--- config.mk ---
export PLATFORM = sky130hd
export DESIGN_NAME = irq_state_tracker
export DESIGN_NICKNAME = d
export VERILOG_FILES = /design/src/rtl/irq_trk_pkg.sv /design/src/rtl/irq_cmd_decode.sv /design/src/rtl/irq_line_cell.sv /design/src/rtl/irq_readback.sv /design/src/rtl/irq_state_tracker.sv
export SDC_FILE = /design/constraint.sdc
export NUM_CORES = 1
export LEC_CHECK = 0
export BUFFER_PORTS_ARGS = -buffer_cell sky130_fd_sc_hd__buf_2
export CAP_MARGIN = 40
export CORE_MARGIN = 1.5
export CORE_UTILIZATION = 53
export DETAILED_ROUTE_END_ITERATION = 7
export PLACE_DENSITY = 0.89
export SLEW_MARGIN = 40
export SYNTH_ARGS = -nofsm -noshare
export SYNTH_HDL_FRONTEND = slang
export SYNTH_SLANG_ARGS = --single-unit
--- constraint.sdc ---
create_clock -name clk -period 2.2 [get_ports clk]
set_clock_uncertainty 0.1 [all_clocks]
set_input_delay 0.44 -clock clk [delete_from_list [all_inputs] [get_ports clk]]
set_output_delay 0.44 -clock clk [all_outputs]
set_load 0.02 [all_outputs]
--- src/rtl/irq_trk_pkg.sv ---
package irq_trk_pkg;

    typedef enum logic [2:0] {
        RGN_ENA_SET = 3'd0,
        RGN_ENA_CLR = 3'd1,
        RGN_PND_SET = 3'd2,
        RGN_PND_CLR = 3'd3,
        RGN_ACTIVE  = 3'd4,
        RGN_TRIGGER = 3'd5,
        RGN_SPARE6  = 3'd6,
        RGN_SPARE7  = 3'd7
    } region_e;

    // Registered state of one interrupt line.
    typedef struct packed {
        logic ena;
        logic pend;
        logic act;
        logic prev;   // line level sampled at the previous edge
    } cell_state_t;

    // Per-line commands decoded from the bus and the core.
    typedef struct packed {
        logic ena_set;
        logic ena_clr;
        logic pnd_set;
        logic pnd_clr;
        logic ack;
        logic ret;
    } cell_cmd_t;

endpackage

--- src/rtl/irq_cmd_decode.sv ---
module irq_cmd_decode
    import irq_trk_pkg::*;
#(
    parameter int NUM_IRQ = 40,
    parameter int DATA_W  = 32,
    parameter int ADDR_W  = 8,
    parameter int ID_W    = 6
) (
    input  logic              bus_wr,
    input  logic [ADDR_W-1:0] bus_addr,
    input  logic [DATA_W-1:0] bus_wdata,
    input  logic              ack_valid,
    input  logic [ID_W-1:0]   ack_id,
    input  logic              ret_valid,
    input  logic [ID_W-1:0]   ret_id,
    output cell_cmd_t         cmd_o [NUM_IRQ]
);

    localparam int WSEL_W = ADDR_W - 3;

    region_e           rgn;
    logic [WSEL_W-1:0] word_sel;

    assign rgn      = region_e'(bus_addr[ADDR_W-1 -: 3]);
    assign word_sel = bus_addr[WSEL_W-1:0];

    logic wr_ena_set, wr_ena_clr, wr_pnd_set, wr_pnd_clr, wr_trig;

    assign wr_ena_set = bus_wr && (rgn == RGN_ENA_SET);
    assign wr_ena_clr = bus_wr && (rgn == RGN_ENA_CLR);
    assign wr_pnd_set = bus_wr && (rgn == RGN_PND_SET);
    assign wr_pnd_clr = bus_wr && (rgn == RGN_PND_CLR);
    assign wr_trig    = bus_wr && (rgn == RGN_TRIGGER);

    for (genvar g = 0; g < NUM_IRQ; g++) begin : g_line
        localparam int WORD = g / DATA_W;
        localparam int BIT  = g % DATA_W;

        logic word_hit;
        logic data_bit;
        logic trig_hit;

        assign word_hit = (word_sel == WSEL_W'(WORD));
        assign data_bit = bus_wdata[BIT];
        assign trig_hit = wr_trig && (bus_wdata == DATA_W'(g));

        assign cmd_o[g].ena_set = wr_ena_set && word_hit && data_bit;
        assign cmd_o[g].ena_clr = wr_ena_clr && word_hit && data_bit;
        assign cmd_o[g].pnd_set = (wr_pnd_set && word_hit && data_bit) || trig_hit;
        assign cmd_o[g].pnd_clr = wr_pnd_clr && word_hit && data_bit;
        assign cmd_o[g].ack     = ack_valid && (ack_id == ID_W'(g));
        assign cmd_o[g].ret     = ret_valid && (ret_id == ID_W'(g));
    end

endmodule

--- src/rtl/irq_line_cell.sv ---
module irq_line_cell
    import irq_trk_pkg::*;
(
    input  logic        clk,
    input  logic        rst_n,
    input  logic        line,
    input  cell_cmd_t   cmd,
    output cell_state_t state_o
);

    cell_state_t st_d, st_q;
    logic        hw_set;

    always_comb begin
        st_d      = st_q;
        st_d.prev = line;
        st_d.ena  = (st_q.ena | cmd.ena_set) & ~cmd.ena_clr;
        st_d.act  = (st_q.act & ~cmd.ret) | cmd.ack;

        // Level while idle, a new edge while active, or still high at exit.
        hw_set = line & (~st_q.act | ~st_q.prev | cmd.ret);

        if (cmd.ack)
            st_d.pend = 1'b0;
        else if (hw_set || cmd.pnd_set)
            st_d.pend = 1'b1;
        else if (cmd.pnd_clr)
            st_d.pend = 1'b0;
    end

    always_ff @(posedge clk or negedge rst_n) begin
        if (!rst_n)
            st_q <= '0;
        else
            st_q <= st_d;
    end

    assign state_o = st_q;


    ack_takes_chk: assert property (@(posedge clk) disable iff (!rst_n)
        cmd.ack |=> (st_q.act && !st_q.pend));


    line_latch_chk: assert property (@(posedge clk) disable iff (!rst_n)
        (line && !st_q.act && !cmd.ack) |=> st_q.pend);


    ret_retire_chk: assert property (@(posedge clk) disable iff (!rst_n)
        (cmd.ret && !cmd.ack) |=> !st_q.act);


    ret_repend_chk: assert property (@(posedge clk) disable iff (!rst_n)
        (cmd.ret && !cmd.ack && line) |=> st_q.pend);


    set_beats_clr_chk: assert property (@(posedge clk) disable iff (!rst_n)
        (cmd.pnd_clr && line && !st_q.act && !cmd.ack) |=> st_q.pend);


    pend_hold_chk: assert property (@(posedge clk) disable iff (!rst_n)
        (st_q.pend && !cmd.pnd_clr && !cmd.ack) |=> st_q.pend);


    steady_quiet_chk: assert property (@(posedge clk) disable iff (!rst_n)
        (st_q.act && !st_q.pend && line && st_q.prev && !cmd.ret
         && !cmd.pnd_set && !cmd.ack) |=> !st_q.pend);


    ena_write_chk: assert property (@(posedge clk) disable iff (!rst_n)
        (cmd.ena_set && !cmd.ena_clr) |=> st_q.ena);

endmodule

--- src/rtl/irq_readback.sv ---
module irq_readback
    import irq_trk_pkg::*;
#(
    parameter int NUM_IRQ = 40,
    parameter int DATA_W  = 32,
    parameter int ADDR_W  = 8
) (
    input  logic [ADDR_W-1:0]  bus_addr,
    input  logic [NUM_IRQ-1:0] ena_vec,
    input  logic [NUM_IRQ-1:0] pend_vec,
    input  logic [NUM_IRQ-1:0] act_vec,
    output logic [DATA_W-1:0]  bus_rdata
);

    localparam int NUM_WORDS = (NUM_IRQ + DATA_W - 1) / DATA_W;
    localparam int PAD_W     = NUM_WORDS * DATA_W;
    localparam int WSEL_W    = ADDR_W - 3;

    logic [PAD_W-1:0] ena_pad, pend_pad, act_pad;
    region_e          rgn;
    logic [WSEL_W-1:0] word_sel;

    assign ena_pad  = PAD_W'(ena_vec);
    assign pend_pad = PAD_W'(pend_vec);
    assign act_pad  = PAD_W'(act_vec);
    assign rgn      = region_e'(bus_addr[ADDR_W-1 -: 3]);
    assign word_sel = bus_addr[WSEL_W-1:0];

    always_comb begin
        bus_rdata = '0;
        for (int w = 0; w < NUM_WORDS; w++) begin
            if (word_sel == WSEL_W'(w)) begin
                unique case (rgn)
                    RGN_ENA_SET, RGN_ENA_CLR: bus_rdata = ena_pad[w*DATA_W +: DATA_W];
                    RGN_PND_SET, RGN_PND_CLR: bus_rdata = pend_pad[w*DATA_W +: DATA_W];
                    RGN_ACTIVE:               bus_rdata = act_pad[w*DATA_W +: DATA_W];
                    default:                  bus_rdata = '0;
                endcase
            end
        end
    end

endmodule

--- src/rtl/irq_state_tracker.sv ---
module irq_state_tracker
    import irq_trk_pkg::*;
#(
    parameter int NUM_IRQ = 40,
    parameter int DATA_W  = 32,
    parameter int ADDR_W  = 8,
    parameter int ID_W    = (NUM_IRQ > 1) ? $clog2(NUM_IRQ) : 1
) (
    input  logic               clk,
    input  logic               rst_n,
    input  logic [NUM_IRQ-1:0] irq_lines,
    input  logic               bus_wr,
    input  logic [ADDR_W-1:0]  bus_addr,
    input  logic [DATA_W-1:0]  bus_wdata,
    output logic [DATA_W-1:0]  bus_rdata,
    input  logic               ack_valid,
    input  logic [ID_W-1:0]    ack_id,
    input  logic               ret_valid,
    input  logic [ID_W-1:0]    ret_id,
    output logic [NUM_IRQ-1:0] req_vec,
    output logic [NUM_IRQ-1:0] active_vec
);

    cell_cmd_t          cmd   [NUM_IRQ];
    cell_state_t        state [NUM_IRQ];
    logic [NUM_IRQ-1:0] ena_vec, pend_vec, act_vec;

    irq_cmd_decode #(
        .NUM_IRQ (NUM_IRQ),
        .DATA_W  (DATA_W),
        .ADDR_W  (ADDR_W),
        .ID_W    (ID_W)
    ) u_decode (
        .bus_wr    (bus_wr),
        .bus_addr  (bus_addr),
        .bus_wdata (bus_wdata),
        .ack_valid (ack_valid),
        .ack_id    (ack_id),
        .ret_valid (ret_valid),
        .ret_id    (ret_id),
        .cmd_o     (cmd)
    );

    for (genvar g = 0; g < NUM_IRQ; g++) begin : g_cell
        irq_line_cell u_cell (
            .clk     (clk),
            .rst_n   (rst_n),
            .line    (irq_lines[g]),
            .cmd     (cmd[g]),
            .state_o (state[g])
        );
        assign ena_vec[g]  = state[g].ena;
        assign pend_vec[g] = state[g].pend;
        assign act_vec[g]  = state[g].act;
    end

    irq_readback #(
        .NUM_IRQ (NUM_IRQ),
        .DATA_W  (DATA_W),
        .ADDR_W  (ADDR_W)
    ) u_readback (
        .bus_addr  (bus_addr),
        .ena_vec   (ena_vec),
        .pend_vec  (pend_vec),
        .act_vec   (act_vec),
        .bus_rdata (bus_rdata)
    );

    assign req_vec    = pend_vec & ena_vec;
    assign active_vec = act_vec;

endmodule

==> impl_metrics.py <==
metrics = {
    "run_status": {
        "status": "finished, violations left",
        "violations": "negative setup slack",
    },
    "floorplanning": {
        "io_pins": 209,
        "die_x_um": 134,
        "num_rows": 47,
        "core_area_sq_um": 16600,
        "dieArea_sq_um": 17800,
        "fp.dieH_um": 134,
        "start_util_pct": 54.3,
    },
    "min_path": {
        "holdPathStages": 1,
        "hp-class": "in2reg",
    },
    "timing": {
        "fin_crit_sh_pct": 102,
        "whs_ns": 0.0238,
        "fin_ws_ns": -0.0333,
        "relSlewSlack_pct": 56.2,
        "rsz0062_at_grt": "yes",
        "report.final.slew_viol_count": 0,
        "final_hold_viol_count": 0,
        "max_slew.worst_pin.slew_ns": 0.656,
        "setup_violations": 1,
        "period_minus_slack_ns": 2.23,
        "fmax_mhz": 448,
    },
    "setup_path": {
        "path_max_fanout": 21,
        "path_depth": 7,
        "worstSetupEndpointType": "output port",
        "crit_arrival_ns": 1.69,
        "slowest_stage": "a21oi_1",
        "worstPathRequired_ns": 1.66,
        "critical_path_class": "in2out",
        "worst_path_most_repeated_cell": "a21oi_1",
        "cp_top_family": "buffers and inverters",
        "critPathBufInv": 3,
        "reg2reg_depth": 3,
        "slowest_delay_ns": 0.31,
        "critical_path.startpoint_type": "input pin",
        "crit_chain": "buf_2, buf_4, nand2b_1, a21oi_1, a21oi_1, nor2_4, buf_6",
    },
    "job": {
        "drv_cap": 0,
    },
    "synthesis": {
        "synth_top_area_share_pct": 44.3,
        "ys_types": 46,
        "ys_top_cells_by_count": "184 x a21oi_1, 160 x dfrtp_1, 71 x nand2_1",
        "ys.flop_type": "dfrtp_1",
        "synth_nets": 1124,
        "ys_seq_area_share_pct": 44.3,
        "synth.most_common_cell": "a21oi_1",
        "netlist_instances": 1027,
        "synth_edf_count": 0,
        "synth_area_leaders": "dfrtp_1 44%, a21oi_1 10%, nand2b_1 3.9%",
        "post-synth-top-area-cell": "dfrtp_1",
        "avgSynthCellArea_sq_um": 8.80,
        "ys_warn_count": 0,
        "synth-seq-cells": 160,
        "synth.cell_area_sq_um": 9030,
        "synth-async-reset-ratio_pct": 100,
    },
    "clocking": {
        "cts_tree": "built",
        "clk_pin_slew_ns": 0.06,
        "insertion_delay_ns": 0.44,
        "clock_sinks": 160,
        "cts-root-buf": "clkbuf_16",
        "htree_levels": 4,
        "post_cts_buffers": 0,
        "cts_buffer_depth": 2,
        "cts_made_buffers": 17,
    },
    "power_and_ir_drop": {
        "p_leak_nw": 4.91,
        "power_density_nw_per_um2": 688,
        "max-vdd-ir-drop_mv": 0.670,
    },
    "detailed_routing": {
        "detail-route-antenna-nets": 0,
        "first_pass_iters": 8,
        "routedWlPerCell_um": 23.1,
        "totalWireLength_mm": 33.6,
        "route.detailed.drc": 0,
        "drtIter0Drc": 1662,
        "vias_per_cell": 6.76,
        "num_vias": 9824,
    },
    "global_route": {
        "overflow": 0,
        "track_usage_pct": 37.3,
        "grt_max_degree": 49,
        "grt_pass1_wl_mm": 51.1,
        "antenna_found_initial": 1,
        "grt_pass1_vias": 9551,
    },
    "placed_design": {
        "place_inst": 1420,
        "place_hpwl_mm": 23.0,
        "io_buffers": 208,
        "place_area_sq_um": 10700,
        "gp_congestion": 1.00,
    },
    "cells_and_area": {
        "drive_above_1_share_pct": 31.8,
        "fin_area_sq_um": 11500,
        "largest_register_ffs": 160,
        "area_growth_pct": 27.8,
        "layout.nets": 1318,
        "finalNonFillerCells": 1454,
    },
}
==> path summary, 6_finish.rpt <==
check                                                      endpoint                                    from  slack (ns)
max                                                   bus_rdata[27]                             bus_addr[7]       -0.03
min                          g_cell[33].u_cell.state_o[0]$_DFF_PN0_                           irq_lines[33]        0.02
max reg2reg                g_cell[18].u_cell.state_o[2]$_DFFE_PN0P_  g_cell[18].u_cell.state_o[1]$_DFF_PN0_        0.97
min reg2reg                  g_cell[16].u_cell.state_o[3]$_DFF_PN0_  g_cell[16].u_cell.state_o[3]$_DFF_PN0_        0.45
max in group asynchronous  g_cell[24].u_cell.state_o[2]$_DFFE_PN0P_                                   rst_n        0.96
min in group asynchronous    g_cell[38].u_cell.state_o[3]$_DFF_PN0_                                   rst_n        0.41
==> routing by layer <==
| layer | vias to the layer above | track usage (%) | part of all wire, % |
|---|---|---|---|
| met2 | 847 | 56.3 | 44 |
| met4 | 2 | 24.5 | 6.9 |
| met1 | 4628 | 46.5 | 37 |
| met3 | 232 | 11.2 | 13 |
| met5 | - | 0 | 0.024 |
| li1 | 4115 | - | - |
==> logic make-up (layout without fill, tap and decap cells) <==
kind of cell	Yosys count	count (layout)	synth area share (%)
AOI/OAI and AO/OA	414	414	27.7
and+or+nand+nor	331	331	21.1
DFF	160	160	44.3
buffers and inverters	122	328	6.83
other	0	1	0
==> layout by cell type, fill, tap and decap left out, types with 22 or more instances in the layout <==
cell type	netlist	layout
and2_1	41	41
o211ai_1	32	32
o21ai_0	62	62
buf_6	1	28
dfrtp_1	160	160
nand2b_1	56	55
a32oi_1	32	32
nand2_1	71	71
a21oi_1	184	183
a31oi_1	22	22
buf_2	1	173
nand3b_1	45	45
buf_4	40	72
==> area by class of cell <==
class                           count  area (sq um)
Fill cell                        1191          5100
Multi-Input combinational cell    745          4620
Sequential cell                   160          4000
Timing Repair Buffer              288          2010
Clock buffer                       21           460
Tap cell                          220           275
Clock inverter                     10           136
Inverter                            9          33.8
Antenna cell                        1          2.50
==> timing repair <==
action	4_1_cts	5_1_grt
resized for setup	30	41
cloned	1	0
hold buffers	1	0
endpoints found under the setup margin	47	32
endpoints found under the hold margin	44	0
pin swaps	2	1
==> stage by stage <==
step | TNS [ns] | setup slack (ns) | util [%] | power, mW
2_1_floorplan | -6.87 | -0.298 | - | 4.37
3_3_place_gp | -12.60 | -0.438 | 64.1 | 4.83
3_5_place_dp | -14.89 | -0.518 | 64.1 | 4.87
4_1_cts | 0 | 0.000115 | 68.4 | 7.87
5_1_grt | -0.734 | -0.0862 | 69.3 | 8.20
6_report | -0.0333 | -0.0333 | 69.4 | 7.94
==> where the power goes <==
part	internal, mW	switching, mW
logic	0.545	0.966
registers	3.17	0.231
clock network	1.83	1.20
total	5.55	2.40
(Power assumes the default switching activity.)
